[src/rtl/cmd_tracker_pkg.sv]
package cmd_tracker_pkg;

  localparam int NUM_BANKS = 2;

  typedef enum logic [2:0] {
    CMD_NOP   = 3'd0,
    CMD_ACT   = 3'd1,
    CMD_READ  = 3'd2,
    CMD_WRITE = 3'd3,
    CMD_PRE   = 3'd4
  } cmdKind_t;

  // Strobes from control to datapath, one set per clock edge
  typedef struct packed {
    cmdKind_t               kind;
    logic                   bankSel;
    logic                   openRow;
    logic [NUM_BANKS-1:0]   closeMask;
    logic                   errIdle;
  } ctrlStrobes_t;

endpackage

[src/rtl/cmd_tracker_ctrl.sv]
module cmd_tracker_ctrl
  import cmd_tracker_pkg::*;
#(
  parameter int ADDR_W    = 11,
  parameter int BURST_LEN = 4
) (
  input  logic                 clk,
  input  logic                 rstN,
  input  logic                 cke,
  input  logic                 csN,
  input  logic                 rasN,
  input  logic                 casN,
  input  logic                 weN,
  input  logic                 dsf,
  input  logic [ADDR_W-1:0]    addr,
  input  logic [NUM_BANKS-1:0] bankOpen,
  output ctrlStrobes_t         strobes,
  output logic                 burstBusy,
  output logic                 powerDown
);

  localparam int BANK_BIT = ADDR_W - 1;
  localparam int CTRL_BIT = ADDR_W - 2;
  localparam int CNT_W    = $clog2(BURST_LEN + 1);

  logic             ckePrev;
  logic [CNT_W-1:0] burstCnt;
  logic             pendAuto;
  logic             pendBank;

  logic     edgeValid;
  logic     cmdSel;
  cmdKind_t kind;
  logic     bankSel;
  logic     isRw;
  logic     startBurst;
  logic     lastBeat;
  logic     applyAuto;
  logic [NUM_BANKS-1:0] oneHotSel;
  logic [NUM_BANKS-1:0] oneHotPend;

  assign edgeValid = ckePrev;
  assign cmdSel    = edgeValid && !csN && !dsf;
  assign bankSel   = addr[BANK_BIT];
  assign burstBusy = (burstCnt != '0);

  always_comb begin
    kind = CMD_NOP;
    if (cmdSel) begin
      unique case ({rasN, casN, weN})
        3'b011:  kind = CMD_ACT;
        3'b101:  kind = CMD_READ;
        3'b100:  kind = CMD_WRITE;
        3'b010:  kind = CMD_PRE;
        default: kind = CMD_NOP;
      endcase
    end
  end

  assign isRw       = (kind == CMD_READ) || (kind == CMD_WRITE);
  assign startBurst = isRw && bankOpen[bankSel];
  assign lastBeat   = edgeValid && (burstCnt == CNT_W'(1));
  assign applyAuto  = lastBeat && pendAuto && !startBurst;
  assign oneHotSel  = {{(NUM_BANKS-1){1'b0}}, 1'b1} << bankSel;
  assign oneHotPend = {{(NUM_BANKS-1){1'b0}}, 1'b1} << pendBank;

  always_comb begin
    strobes           = '0;
    strobes.kind      = kind;
    strobes.bankSel   = bankSel;
    strobes.openRow   = (kind == CMD_ACT);
    strobes.errIdle   = isRw && !bankOpen[bankSel];
    if (kind == CMD_PRE)
      strobes.closeMask = addr[CTRL_BIT] ? '1 : oneHotSel;
    if (applyAuto)
      strobes.closeMask = strobes.closeMask | oneHotPend;
  end

  always_ff @(posedge clk or negedge rstN) begin
    if (!rstN) begin
      ckePrev   <= 1'b1;
      powerDown <= 1'b0;
    end else begin
      ckePrev   <= cke;
      powerDown <= cke ? 1'b0 : (powerDown || !burstBusy);
    end
  end

  always_ff @(posedge clk or negedge rstN) begin
    if (!rstN) begin
      burstCnt <= '0;
      pendAuto <= 1'b0;
      pendBank <= 1'b0;
    end else if (edgeValid) begin
      if (startBurst) begin
        burstCnt <= CNT_W'(BURST_LEN);
        pendAuto <= addr[CTRL_BIT];
        pendBank <= bankSel;
      end else if (burstBusy) begin
        burstCnt <= burstCnt - CNT_W'(1);
        if (lastBeat) pendAuto <= 1'b0;
      end
    end
  end

endmodule

[src/rtl/cmd_tracker_dp.sv]
module cmd_tracker_dp
  import cmd_tracker_pkg::*;
#(
  parameter int ADDR_W = 11,
  parameter int COL_W  = 8
) (
  input  logic                           clk,
  input  logic                           rstN,
  input  logic [ADDR_W-1:0]              addr,
  input  ctrlStrobes_t                   strobes,
  output logic [2:0]                     cmdOut,
  output logic                           bankOut,
  output logic [ADDR_W-2:0]              addrOut,
  output logic [NUM_BANKS-1:0]           bankOpen,
  output logic [NUM_BANKS*(ADDR_W-1)-1:0] openRows,
  output logic                           errFlag
);

  localparam int ROW_W = ADDR_W - 1;

  logic [NUM_BANKS-1:0] nextOpen;
  logic [ROW_W-1:0]     nextAddr;

  always_comb begin
    nextOpen = bankOpen & ~strobes.closeMask;
    if (strobes.openRow) nextOpen[strobes.bankSel] = 1'b1;
  end

  always_comb begin
    unique case (strobes.kind)
      CMD_ACT:             nextAddr = addr[ROW_W-1:0];
      CMD_READ, CMD_WRITE: nextAddr = ROW_W'(addr[COL_W-1:0]);
      default:             nextAddr = '0;
    endcase
  end

  always_ff @(posedge clk or negedge rstN) begin
    if (!rstN) begin
      bankOpen <= '0;
      cmdOut   <= CMD_NOP;
      bankOut  <= 1'b0;
      addrOut  <= '0;
      errFlag  <= 1'b0;
    end else begin
      bankOpen <= nextOpen;
      cmdOut   <= strobes.kind;
      bankOut  <= (strobes.kind != CMD_NOP) ? strobes.bankSel : 1'b0;
      addrOut  <= nextAddr;
      errFlag  <= strobes.errIdle;
    end
  end

  for (genvar b = 0; b < NUM_BANKS; b++) begin : gBankRow
    always_ff @(posedge clk or negedge rstN) begin
      if (!rstN)
        openRows[b*ROW_W +: ROW_W] <= '0;
      else if (strobes.openRow && (strobes.bankSel == b[0]))
        openRows[b*ROW_W +: ROW_W] <= addr[ROW_W-1:0];
    end
  end

endmodule

[src/rtl/dual_bank_cmd_tracker.sv]
module dual_bank_cmd_tracker
  import cmd_tracker_pkg::*;
#(
  parameter int ADDR_W    = 11,
  parameter int COL_W     = 8,
  parameter int BURST_LEN = 4
) (
  input  logic                    clk,
  input  logic                    rstN,
  input  logic                    cke,
  input  logic                    csN,
  input  logic                    rasN,
  input  logic                    casN,
  input  logic                    weN,
  input  logic                    dsf,
  input  logic [ADDR_W-1:0]       addr,
  output logic [2:0]              cmdOut,
  output logic                    bankOut,
  output logic [ADDR_W-2:0]       addrOut,
  output logic [1:0]              bankOpen,
  output logic [2*(ADDR_W-1)-1:0] openRows,
  output logic                    errFlag,
  output logic                    burstBusy,
  output logic                    powerDown
);

  ctrlStrobes_t strobes;

  cmd_tracker_ctrl #(
    .ADDR_W   (ADDR_W),
    .BURST_LEN(BURST_LEN)
  ) i_ctrl (
    .clk      (clk),
    .rstN     (rstN),
    .cke      (cke),
    .csN      (csN),
    .rasN     (rasN),
    .casN     (casN),
    .weN      (weN),
    .dsf      (dsf),
    .addr     (addr),
    .bankOpen (bankOpen),
    .strobes  (strobes),
    .burstBusy(burstBusy),
    .powerDown(powerDown)
  );

  cmd_tracker_dp #(
    .ADDR_W(ADDR_W),
    .COL_W (COL_W)
  ) i_dp (
    .clk     (clk),
    .rstN    (rstN),
    .addr    (addr),
    .strobes (strobes),
    .cmdOut  (cmdOut),
    .bankOut (bankOut),
    .addrOut (addrOut),
    .bankOpen(bankOpen),
    .openRows(openRows),
    .errFlag (errFlag)
  );

endmodule

[config.mk]
export PLATFORM = sky130hd
export DESIGN_NAME = dual_bank_cmd_tracker
export DESIGN_NICKNAME = d
export VERILOG_FILES = /design/src/rtl/cmd_tracker_pkg.sv /design/src/rtl/cmd_tracker_ctrl.sv /design/src/rtl/cmd_tracker_dp.sv /design/src/rtl/dual_bank_cmd_tracker.sv
export SDC_FILE = /design/constraint.sdc
export NUM_CORES = 1
export LEC_CHECK = 0
export BUFFER_PORTS_ARGS = -buffer_cell sky130_fd_sc_hd__buf_4
export CORE_MARGIN = 1
export CORE_UTILIZATION = 49
export CTS_CLUSTER_SIZE = 12
export DETAILED_ROUTE_END_ITERATION = 6
export PLACE_DENSITY_LB_ADDON = 0.2
export SLEW_MARGIN = 20
export SYNTH_ARGS = -nofsm -noshare
export SYNTH_HDL_FRONTEND = slang
export SYNTH_SLANG_ARGS = --single-unit
[constraint.sdc]
create_clock -name clk -period 2.6 [get_ports clk]
set_input_delay 0.13 -clock clk [delete_from_list [all_inputs] [get_ports clk]]
set_output_delay 0.13 -clock clk [all_outputs]
set_load 0.1 [all_outputs]
== After elaboration in Yosys (flattened, before gate mapping) ==
Index checks and enable logic that the tools add are counted.
Word-level totals
  register bits: 44
  bits of input ports: 19
  output and inout port bits: 39
  word-level logic and storage cells: 74
Operators by class
  add/sub/neg operators: 1
  order comparisons: 2
  equality and inequality tests: 9
  shifts and indexed selects: 2
  multiplexer cells: 18
  bitwise operators: 5
  reductions and logical operators: 25
Operator list (number)
  case mux 10 bit (2 select lines): 1
  == test 3 x 2 -> 1 bit, second input constant: 4
  case mux 3 bit (4 select lines): 1
  logical AND 1 bit: 10
  == test 3 bit, second input constant: 3
  two-way mux 3 bit: 3
  two-way mux 1 bit: 8
  two-way mux 2 bit: 4
  == test 3 x 1 -> 1 bit, second input constant: 2
  nonzero test 3 bit: 2
  logical NOT 1 bit: 5
  OR 2 bit: 2
  AND reduction 2 bit: 2
  nonzero test 2 bit: 2
  << shifter 1 x 1 -> 2 bit, first input constant: 2
  AND reduction 3 bit: 1
  subtractor 3 x 1 -> 3 bit, second input constant: 1
  bitwise AND 2 bit: 1
  logical OR 1 bit: 2
  less-than comparator 1 x 2 -> 1 bit, second input constant: 1
  NOT 2 bit: 1
  OR reduction 2 bit: 1
  demux 1 bit (select 1 bit): 1
  greater-or-equal comparator 1 bit, second input constant: 1
  NOT 1 bit: 1

== Logic depth before layout (Yosys ltp) ==
  word-level depth: 14
  depth in mapped cells: 9
  gate-level depth less buffers: 8

== Cells and area by module ==
From an unflattened synthesis, not the netlist that was laid out.
Second synthesis, totals
  cell total of the unflattened synthesis: 129
  area, all modules: 1854.3 sq um
Modules (own cells, without submodules)
  cmd_tracker_dp: instances 1, cells an instance 78, area an instance 1363.8 sq um, seq. area each 925.9 sq um
  cmd_tracker_ctrl: instances 1, cells an instance 51, area an instance 490.5 sq um, seq. area each 176.4 sq um

== Worst setup path after synthesis ==
Ideal clock, no wire load.
  path kind: register to register
  from: reg i_dp.bankOpen[1]
  to: reg i_dp.bankOpen[0]
  setup time: 120 ps
  arrival time: 2204 ps
  data required time: 2480 ps
  setup slack: 275 ps
  stages on the path, launching flop included: 6
  buffers on the path: 1
  period minus slack after synthesis: 2325 ps
  path through: dfrtp_1 -> mux2_1 -> and3_1 -> buf_6 -> or4b_1 -> a31o_1
Between the ends
  word-level cells in the longest chain between the ends: 10
RTL lines
  from (decl): RTL line cmd_tracker_dp.sv:14  | output logic [NUM_BANKS-1:0] bankOpen,
  from (signal assigned): RTL line cmd_tracker_dp.sv:45  | bankOpen <= nextOpen;
  two-way mux 1 bit (implied by the code) (*) (2 in a row): RTL line cmd_tracker_ctrl.sv:61  | assign startBurst = isRw && bankOpen[bankSel];
  logical AND 1 bit (*): RTL line cmd_tracker_ctrl.sv:61
  logical NOT 1 bit (*): RTL line cmd_tracker_ctrl.sv:63  | assign applyAuto = lastBeat && pendAuto && !startBurst;
  logical AND 1 bit (*): RTL line cmd_tracker_ctrl.sv:63
  two-way mux 2 bit (*): RTL line cmd_tracker_ctrl.sv:75  | if (applyAuto)
  NOT 2 bit (*): RTL line cmd_tracker_dp.sv:25  | nextOpen = bankOpen & ~strobes.closeMask;
  bitwise AND 2 bit (*): RTL line cmd_tracker_dp.sv:25
  OR 2 bit (no line)
  two-way mux 2 bit (*): RTL line cmd_tracker_dp.sv:26  | if (strobes.openRow) nextOpen[strobes.bankSel] = 1'b1;
  via i_dp.nextOpen[0]: RTL line cmd_tracker_dp.sv:21  | logic [NUM_BANKS-1:0] nextOpen;
The timed path passes the listed nets; every way through them passes the cells marked *. The select of a mux whose other input is x is not followed.
A chain may end at the register's enable or synchronous reset.

== Worst setup path after layout ==
  from: reg i_ctrl.ckePrev
  to: reg i_dp.openRows[14]
Between the ends
  word-level cells in the longest chain between the ends: 5
RTL lines
  from (decl): RTL line cmd_tracker_ctrl.sv:26  | logic ckePrev;
  from (signal assigned): RTL line cmd_tracker_ctrl.sv:84  | ckePrev <= cke;
  logical AND 1 bit (2 in a row): RTL line cmd_tracker_ctrl.sv:43  | assign cmdSel = edgeValid && !csN && !dsf;
  two-way mux 3 bit: RTL line cmd_tracker_ctrl.sv:49  | if (cmdSel) begin
  == test 3 x 1 -> 1 bit: RTL line cmd_tracker_ctrl.sv:71  | strobes.openRow = (kind == CMD_ACT);
  logical AND 1 bit: RTL line cmd_tracker_dp.sv:57  | else if (strobes.openRow && (strobes.bankSel == b[0]))
  to (signal, indexed assignment): RTL line cmd_tracker_dp.sv:58  | openRows[b*ROW_W +: ROW_W] <= addr[ROW_W-1:0];
  to (decl): RTL line cmd_tracker_dp.sv:15  | output logic [NUM_BANKS*(ADDR_W-1)-1:0] openRows,
Every way passes these cells.

==> flow_metrics.py <==
metrics = {
    "sta": {
        "setup_tns_ns": 0,
        "setup_viol": 0,
        "hold_violations": 0,
        "max-slew-margin-rel": 0.570,
        "max_freq_ghz": 0.449,
        "slew_viol_final": 0,
        "rsz0062_at_grt": "no",
        "finClkSkew_ns": 0.0128,
        "tightest_slew_ns": 0.645,
        "layout_setup_ws_ns": 0.373,
        "fin_crit_sh": 0.857,
        "period_needed_ns": 2.23,
    },
    "logic_synthesis": {
        "synth_top_family_by_area": "multiplexers",
        "ys_seq_area_frac": 0.630,
        "ys_warn_count": 0,
        "netlist_area_sq_mm": 0.00175,
        "syn_inst": 129,
        "synth_area_leader_cell": "dfrtp_1",
        "yosys_register_bits": 44,
        "synth_compound_area_frac": 0.0508,
        "synthDistinctLibCells": 31,
        "synth_fa_ha_area_frac": 0.0286,
        "synthTopCellsByArea": "dfrtp_1 62%, mux2_2 13%, and2_1 3.2%, ha_1 2.9%, dfstp_2 1.5%",
        "synth-simple-area-share": 0.114,
        "syn_nets": 152,
        "synthDominantCellAreaShare": 0.615,
        "muxShareOfSynthArea": 0.142,
        "synth_xor_area_frac": 0.00501,
        "synth.avg_cell_area_sq_um": 13.6,
    },
    "place": {
        "io_buffer_count": 57,
        "finalWeightedCongestion": 0.809,
        "place_inst": 230,
        "dp_slack_ns": 0.410,
        "hpwl_mm": 2.36,
    },
    "detailed_routing": {
        "final_antenna_net_count": 0,
        "route.detailed.drc": 0,
        "vias": 1241,
        "wl_per_cell_microns": 13.8,
        "firstDrtPassIters": 4,
        "dr.first_iter.drc_count": 35,
        "via_per_inst": 5.19,
        "wl_mm": 3.29,
    },
    "power_and_ir_drop": {
        "total_power_mw": 2.23,
        "power_density_mw_per_mm2": 974,
        "leakage_nw": 1.19,
        "ir_drop_uv": 597,
    },
    "critical_path": {
        "critPathRequiredTime_ns": 2.82,
        "r2r_cells": 4,
        "critPathArrivalTime_ns": 2.45,
        "cp_max_fo": 11,
        "r2r_end": "i_dp.openRows[14]",
        "reg2reg_from": "i_ctrl.ckePrev",
        "r2r_setup_slack_ns": 0.37,
        "setup.worst_path.class": "register to register",
        "cp-start-kind": "register",
        "end_kind": "register",
    },
    "min_path": {
        "min-delay-path-class": "primary input to register",
        "hold_end": "i_dp.addrOut[5]",
        "hold_path_startpoint": "addr[5]",
        "whs_path_depth": 2,
    },
    "layout": {
        "fillerInstances": 265,
        "final_layout_size_suffix_gt1_frac": 0.472,
        "layout.nets": 216,
        "layout_common_cells": "58 x buf_4, 43 x dfrtp_1, 20 x mux2_2",
        "instances_no_fill": 239,
        "synthToLayoutAreaGrowth_pct": 31.1,
        "antenna_cells": 0,
        "final_common_cell": "buf_4",
        "fin_util": 0.677,
    },
    "die": {
        "chipWidth_microns": 61.7,
        "die_area_sq_mm": 0.00381,
        "ioPinCount": 58,
        "start_util": 0.516,
        "rows": 21,
        "fp.coreArea_sq_mm": 0.00339,
        "die_h_microns": 61.7,
    },
    "global_route": {
        "grt_pass1_vias": 1187,
        "track_usage": 0.193,
        "grt_pass1_wl_mm": 5.23,
        "gr-total-overflow": 0,
        "grt_max_degree": 45,
        "antenna_found_initial": 0,
    },
    "clocking": {
        "cts_buffers": 5,
        "cts_tree": "yes",
        "ctsHoldBuffers": 2,
        "clockBufferDepth": 2,
        "clk_pin_slew_ns": 0.12,
        "cts-resized-gates": 0,
        "clock_sinks": 44,
        "postCtsSetupBuffers": 0,
        "clk_latency_ns": 0.34,
        "cts-root-buf": "clkbuf_4",
        "htree_num_levels": 2,
    },
    "flow_run": {
        "drv_cap": 0,
    },
    "run_status": {
        "status": "finished clean",
    },
}
[where the power goes]
group | switching [mW] | internal (mW) | leakage (nW)
clock | 0.196 | 0.100 | 0.0281
combinational | 0.814 | 0.255 | 0.579
sequential | 0.0679 | 0.801 | 0.579
total | 1.08 | 1.16 | 1.19
[stage by stage]
| stage | area, sq um | hold WS, ns |
|---|---|---|
| floorplan | 1750 | -0.166 |
| global placement | 2230 | 0.135 |
| detailed placement | 2230 | 0.147 |
| CTS | 2290 | 0.00535 |
| global route | 2290 | 0.00134 |
| finish | 2290 | 0.0153 |
[per-layer routing]
metal | GRT usage | up-vias | wire length (microns)
met3 | 0.0373 | 8 | 169
met1 | 0.224 | 615 | 1350
met5 | 0 | - | 0
li1 | - | 568 | -
met4 | 0.0857 | 0 | 59
met2 | 0.346 | 50 | 1700
[critical path, cell delays in order (launching register included)]
cell and delay (ns):
dfstp_2 0.57, or3b_1 0.44, a211oi_1 0.33, nand2_1 0.39
mux2_2 0.39
[Yosys cell counts]
master     n
a211oi_1   1
a21o_1     1
a21oi_1    4
a31o_1     1
a31oi_1    2
and2_1     9
and3_1     1
buf_2      1
buf_6      1
clkbuf_1   1
clkinv_2   1
dfrtp_1   43
dfstp_2    1
ha_1       4
inv_1      7
mux2_1     2
mux2_2    20
nand2_1    6
nand2b_1   1
nand3b_1   2
nor2_1     3
nor3_1     4
o21ai_0    3
o31a_1     1
o41ai_1    1
or2_2      2
or2_4      1
or3b_1     2
or4b_1     1
or4b_4     1
xnor2_1    1
[sequential cells by signal, indices dropped and copies added (netlist names), 2 cells and up]
name / cells
i_ctrl.burstCnt: 3
i_dp.openRows: 20
i_dp.cmdOut: 3
i_dp.bankOpen: 2
i_dp.addrOut: 10
[cell families after synthesis]
kind of cell | after synthesis
adders and majority gates | 4
and+or+nand+nor | 33
AOI/OAI and AO/OA | 14
DFF | 44
buffers and inverters | 11
muxes | 22
xor gates and xnor gates | 1
[layout make-up]
type / instances / area [sq um] / area share
clock inverters: 1 / 5.00 / 0.00218
multi-input cells: 74 / 601 / 0.262
inverters: 8 / 31.3 / 0.0136
repair buffers: 60 / 455 / 0.199
well taps: 46 / 57.6 / 0.0251
flip-flops and latches: 44 / 1100 / 0.481
clock buffers: 6 / 41.3 / 0.0180
[worst max-delay path by stage]
stage | from | to | slack, ns | depth (start not counted)
after floorplan | i_dp.bankOpen[1] | i_dp.bankOpen[0] | 0.28 | 5
after global placement | i_ctrl.ckePrev | i_dp.openRows[19] | 0.42 | 4
after detailed placement | i_ctrl.ckePrev | i_dp.openRows[12] | 0.41 | 4
after CTS | i_ctrl.ckePrev | i_dp.openRows[14] | 0.40 | 4
after global routing | i_ctrl.ckePrev | i_dp.openRows[14] | 0.26 | 4
final | i_ctrl.ckePrev | i_dp.openRows[14] | 0.37 | 4
Note: power is estimated with default switching activity, not from simulation.
